--- src/rtl/gpr_pkg.sv ---
package gpr_pkg;
  // internal write formats produced by the widening stage
  typedef enum logic [1:0] {
    WR_FULL = 2'd0,
    WR_ZEXT = 2'd1,
    WR_SEXT = 2'd2
  } wr_fmt_e;

  function automatic wr_fmt_e decode_fmt(input logic w64, input logic sext);
    if (!w64)     return WR_ZEXT;
    else if (sext) return WR_SEXT;
    else          return WR_FULL;
  endfunction
endpackage

--- src/rtl/gpr_extend.sv ---
module gpr_extend
  import gpr_pkg::*;
#(
  parameter int DATA_W = 64
) (
  input  logic [DATA_W-1:0] data_i,
  input  logic              w64_i,
  input  logic              sext_i,
  output logic [DATA_W-1:0] data_o
);
  localparam int HALF_W = DATA_W / 2;

  wr_fmt_e fmt;
  logic [HALF_W-1:0] lo;

  assign fmt = decode_fmt(w64_i, sext_i);
  assign lo  = data_i[HALF_W-1:0];

  always_comb begin
    unique case (fmt)
      WR_ZEXT: data_o = {{HALF_W{1'b0}}, lo};
      WR_SEXT: data_o = {{HALF_W{lo[HALF_W-1]}}, lo};
      default: data_o = data_i;
    endcase
  end
endmodule

--- src/rtl/gpr_wr_decode.sv ---
module gpr_wr_decode #(
  parameter int NUM_REGS = 32,
  parameter int ADDR_W   = $clog2(NUM_REGS)
) (
  input  logic              wr_en_i,
  input  logic [ADDR_W-1:0] wr_idx_i,
  input  logic              wr_sp_i,
  input  logic              link_en_i,
  output logic [NUM_REGS-2:0] gpr_we_o,
  output logic              sp_we_o
);
  localparam int NUM_GPR = NUM_REGS - 1;
  localparam int LR_IDX  = NUM_REGS - 2;
  localparam logic [ADDR_W-1:0] SPECIAL = ADDR_W'(NUM_REGS - 1);

  for (genvar g = 0; g < NUM_GPR; g++) begin : g_we
    if (g == LR_IDX) begin : g_lr
      // link write has priority over the port
      assign gpr_we_o[g] = wr_en_i && (wr_idx_i == ADDR_W'(g)) && !link_en_i;
    end else begin : g_plain
      assign gpr_we_o[g] = wr_en_i && (wr_idx_i == ADDR_W'(g));
    end
  end

  assign sp_we_o = wr_en_i && (wr_idx_i == SPECIAL) && wr_sp_i;
endmodule

--- src/rtl/gpr_read_port.sv ---
module gpr_read_port #(
  parameter int DATA_W   = 64,
  parameter int NUM_REGS = 32,
  parameter int ADDR_W   = $clog2(NUM_REGS)
) (
  input  logic [DATA_W-1:0] regs_i [NUM_REGS-1],
  input  logic [DATA_W-1:0] sp_i,
  input  logic [ADDR_W-1:0] idx_i,
  input  logic              sp_mode_i,
  input  logic              w64_i,
  output logic [DATA_W-1:0] data_o
);
  localparam int HALF_W = DATA_W / 2;
  localparam logic [ADDR_W-1:0] SPECIAL = ADDR_W'(NUM_REGS - 1);

  logic [DATA_W-1:0] raw;

  always_comb begin
    if (idx_i == SPECIAL) raw = sp_mode_i ? sp_i : '0;
    else                  raw = regs_i[idx_i];
  end

  assign data_o = w64_i ? raw : {{HALF_W{1'b0}}, raw[HALF_W-1:0]};
endmodule

--- src/rtl/gpr_file.sv ---
module gpr_file #(
  parameter int DATA_W   = 64,
  parameter int NUM_REGS = 32,
  parameter int ADDR_W   = $clog2(NUM_REGS)
) (
  input  logic              clk_i,
  input  logic              rst_ni,
  input  logic [ADDR_W-1:0] rd_a_idx_i,
  input  logic              rd_a_sp_i,
  input  logic              rd_a_w64_i,
  output logic [DATA_W-1:0] rd_a_data_o,
  input  logic [ADDR_W-1:0] rd_b_idx_i,
  input  logic              rd_b_sp_i,
  input  logic              rd_b_w64_i,
  output logic [DATA_W-1:0] rd_b_data_o,
  input  logic              wr_en_i,
  input  logic [ADDR_W-1:0] wr_idx_i,
  input  logic              wr_sp_i,
  input  logic              wr_w64_i,
  input  logic              wr_sext_i,
  input  logic [DATA_W-1:0] wr_data_i,
  input  logic              link_en_i,
  input  logic [DATA_W-1:0] link_addr_i
);
  localparam int NUM_GPR = NUM_REGS - 1;
  localparam int LR_IDX  = NUM_REGS - 2;

  logic [DATA_W-1:0]  regs_q [NUM_GPR];
  logic [DATA_W-1:0]  sp_q;
  logic [DATA_W-1:0]  wr_word;
  logic [NUM_GPR-1:0] gpr_we;
  logic               sp_we;

  gpr_extend #(.DATA_W(DATA_W)) u_ext (
    .data_i (wr_data_i),
    .w64_i  (wr_w64_i),
    .sext_i (wr_sext_i),
    .data_o (wr_word)
  );

  gpr_wr_decode #(.NUM_REGS(NUM_REGS), .ADDR_W(ADDR_W)) u_dec (
    .wr_en_i   (wr_en_i),
    .wr_idx_i  (wr_idx_i),
    .wr_sp_i   (wr_sp_i),
    .link_en_i (link_en_i),
    .gpr_we_o  (gpr_we),
    .sp_we_o   (sp_we)
  );

  for (genvar g = 0; g < NUM_GPR; g++) begin : g_reg
    if (g == LR_IDX) begin : g_lr
      always_ff @(posedge clk_i or negedge rst_ni) begin
        if (!rst_ni)        regs_q[g] <= '0;
        else if (link_en_i) regs_q[g] <= link_addr_i;
        else if (gpr_we[g]) regs_q[g] <= wr_word;
      end
    end else begin : g_plain
      always_ff @(posedge clk_i or negedge rst_ni) begin
        if (!rst_ni)        regs_q[g] <= '0;
        else if (gpr_we[g]) regs_q[g] <= wr_word;
      end
    end
  end

  always_ff @(posedge clk_i or negedge rst_ni) begin
    if (!rst_ni)    sp_q <= '0;
    else if (sp_we) sp_q <= wr_word;
  end

  gpr_read_port #(.DATA_W(DATA_W), .NUM_REGS(NUM_REGS), .ADDR_W(ADDR_W)) u_rd_a (
    .regs_i    (regs_q),
    .sp_i      (sp_q),
    .idx_i     (rd_a_idx_i),
    .sp_mode_i (rd_a_sp_i),
    .w64_i     (rd_a_w64_i),
    .data_o    (rd_a_data_o)
  );

  gpr_read_port #(.DATA_W(DATA_W), .NUM_REGS(NUM_REGS), .ADDR_W(ADDR_W)) u_rd_b (
    .regs_i    (regs_q),
    .sp_i      (sp_q),
    .idx_i     (rd_b_idx_i),
    .sp_mode_i (rd_b_sp_i),
    .w64_i     (rd_b_w64_i),
    .data_o    (rd_b_data_o)
  );
endmodule

--- config.mk ---
export PLATFORM = sky130hd
export DESIGN_NAME = gpr_file
export DESIGN_NICKNAME = d
export VERILOG_FILES = /design/src/rtl/gpr_pkg.sv /design/src/rtl/gpr_extend.sv /design/src/rtl/gpr_wr_decode.sv /design/src/rtl/gpr_read_port.sv /design/src/rtl/gpr_file.sv
export SDC_FILE = /design/constraint.sdc
export NUM_CORES = 2
export LEC_CHECK = 0
export CAP_MARGIN = 30
export CORE_MARGIN = 2
export CORE_UTILIZATION = 30
export DETAILED_ROUTE_END_ITERATION = 6
export PLACE_DENSITY_LB_ADDON = 0.25
export SETUP_SLACK_MARGIN = 0.05
export SLEW_MARGIN = 10
export SYNTH_ARGS = -nofsm -noshare
export SYNTH_HDL_FRONTEND = slang
export SYNTH_SLANG_ARGS = --single-unit
--- constraint.sdc ---
create_clock -name clk_i -period 3.64 [get_ports clk_i]
set_input_delay 0.91 -clock clk_i [delete_from_list [all_inputs] [get_ports clk_i]]
set_output_delay 0.91 -clock clk_i [all_outputs]
set_load 0.02 [all_outputs]
==> qor.yml <==
routing:
  drtIter0Drc: 8313
  vias_per_cell: 5.68
  ant_nets: 0
  first_pass_iters: 6
  drc: 0
  vias: 84200
  routed_wl_um: 462000
  wl_per_cell_um: 31.2
timing:
  rsz0062_at_grt: "true"
  finalCritPeriodShare: 1.11
  hold_ws_ns: 0.499
  hold_violations: 0
  slew-limit-headroom: 0.345
  setup_viol: 122
  fin_crit_ns: 4.04
  tightest_slew_ns: 0.983
  clock.fmax_ghz: 0.247
  slew_viol_final: 0
  clock-skew-final_ns: 0
  fin_ws_ns: -0.404
global_route:
  overflow: 0
  antenna_found_initial: 14
  grt_max_degree: 139
  track_usage: 0.247
  grt_first_pass_wirelength_um: 654000
  first_global_vias: 86200
floorplan:
  die_h_um: 604
  start_util: 0.301
  io_pins: 282
  row_count: 220
  die_area_sq_um: 365000
  coreArea_sq_um: 359000
  die_w_um: 604
setup_path:
  critPathLaunchType: "primary input"
  critPathRequiredTime_ns: 2.73
  criticalPathCategory: "primary input to primary output"
  arrival_ns: 3.13
  reg2reg_to: "regs_q[58]"
  crit_path_cell_trace: "buf_16 -> buf_16 -> buf_12 -> buf_16 -> buf_4 -> mux4_2 -> mux4_2 -> o21a_4 -> buf_12"
  r2r_cells: 3
  r2r_slack_ns: 2.51
  crit_end: "rd_b_data_o[0]"
  slowest_delay_ns: 0.50
  cpMostUsedCell: "buf_16"
  r2r-start: "regs_q[58]"
  crit_path_top_delay_cell: "mux4_2"
  path_depth: 9
  crit_family: "multiplexers"
  path_buf_inv: 6
  critPathMaxFanout: 7
  worstSetupEndpointType: "primary output"
  startpoint: "rd_b_idx_i[0]"
synthesis:
  syn_area_sq_um: 108000
  async_flop_share: 1.00
  postSynthCellCount: 8871
  syn-num-nets: 9025
  yosysWarnings: 0
  seq_area_frac_synth: 0.474
  synth-edff-count: 0
  synth_cell_types: 61
  ys_ff_latch: 2048
  synth_area_per_cell_sq_um: 12.2
  synth_ff_type: "dfrtp_1"
placed_design:
  place.gp.congestion: 0.885
  place_ws_ns: -1.34
  place_area_sq_um: 124000
  hpwl_um: 296000
  port_buffers: 281
layout:
  drive_above_1_share: 0.426
  final_nets: 10000
  area_delta_synth_final_pct: 31.9
  most-common-layout-cells: "2,046 x dfrtp_1, 985 x mux2_2, 835 x mux4_2, 762 x nand2_1, 735 x buf_4"
  fin_area_sq_um: 143000
  layout_commonest_cell: "dfrtp_1"
clocking:
  clock_latency_ns: 0.89
  tritoncts: "built"
  htreeDepth: 4
  cts_buffers: 226
  cts_root_buffer: "clkbuf_16"
  path_clk_slew_ns: 0.06
  clock_path_buffers: 4
  cts.sinks: 2048
hold_path:
  hp-class: "flop to flop"
pwr:
  p_total_w: 0.0719
  p_per_area_nw_per_um2: 504
  peakVddDrop_v: 0.000503
  p_leak_nw: 60.9
status:
  violations: "setup timing"
  status: "finished with violations"
flow_run:
  cap_violations: 0
## worst register-to-register path, stage by stage, from the launching register on
cell and delay, ns:
dfrtp_1 0.53, buf_4 0.23, o21ai_0 0.09, o21ai_0 0.19
## power by group
part / switching, W / internal, W / total [W] / leakage, nW
clock network: 0.0101 / 0.0141 / 0.0242 / 3.78
logic: 0.00769 / 0.00949 / 0.0172 / 31.0
registers: 0.00350 / 0.0270 / 0.0305 / 26.1
## state kept, by name, summed over array words and instances (netlist names)
name and cells:
regs_q 1984, sp_q 64
## stage by stage
step,utilization,TNS [ns],cells
2_1_floorplan,-,0,8871
3_3_place_gp,0.346,-71.04,13900
3_5_place_dp,0.346,-68.98,13900
4_1_cts,0.389,-22.21,14700
5_1_grt,0.397,-25.29,14800
6_report,0.397,-23.07,14800
## cell usage after synthesis (32+ instances only)
cell type	instances	area [sq um]
mux4_2	835	18800
buf_1	84	315
clkbuf_1	528	1980
dfrtp_1	2048	51200
buf_2	293	1470
buf_4	42	315
mux2_2	994	11200
o22ai_1	46	288
mux2i_1	453	4530
nand4_1	36	225
nand2_1	817	3070
nor2_1	618	2320
a21oi_1	672	3360
inv_1	62	233
o21a_1	32	240
o21ai_0	702	3510
o221ai_1	55	482
a22oi_1	55	413
a221oi_1	45	394
mux2_4	32	480
## worst min-delay path by stage
stage / start / to / slack, ns / cells past startpoint
after floorplan: regs_q[929] / regs_q[929] / 0.46 / 2
after global placement: regs_q[1825] / regs_q[1825] / 0.47 / 2
after detailed placement: regs_q[1590] / regs_q[1590] / 0.49 / 2
after CTS: link_en_i / regs_q[1] / 0.49 / 3
after global routing: regs_q[1590] / regs_q[1590] / 0.51 / 2
final: regs_q[1590] / regs_q[1590] / 0.50 / 2
## timing repair
item	CTS	global route
resized for setup	939	431
hold buffers	1	0
pin swaps	159	198
setup endpoints to repair	128	128
cloned	51	6
buffers inserted	314	173
hold endpoints to repair	4	0
## routing by layer
layer	track usage	wire length, um	vias up
met1	0.313	181000	44300
met5	0	67	-
met3	0.0383	31200	1126
met2	0.397	217000	3871
met4	0.155	32600	10
li1	-	-	34900
## logic make-up (layout without fill, tap and decap cells)
kind of cell	Yosys count	after routing	share of synthesized area
multiplexers	2314	2314	0.324
flip-flops	2048	2048	0.474
AO/OA/AOI/OAI	1897	1897	0.102
AND/OR/NAND/NOR	1585	1585	0.0584
buffers and inverters	1027	2190	0.0417
other	0	13	0
## layout make-up
cell class,count,area (sq um)
Clock buffer,325,6630
Sequential cell,2048,51300
Multi-Input combinational cell,5796,55300
Clock inverter,79,983
Inverter,62,267
Tap cell,4773,5970
Antenna cell,13,32.5
Timing Repair Buffer,1724,22200
Fill cell,33600,216000
(Power assumes the default switching activity.)
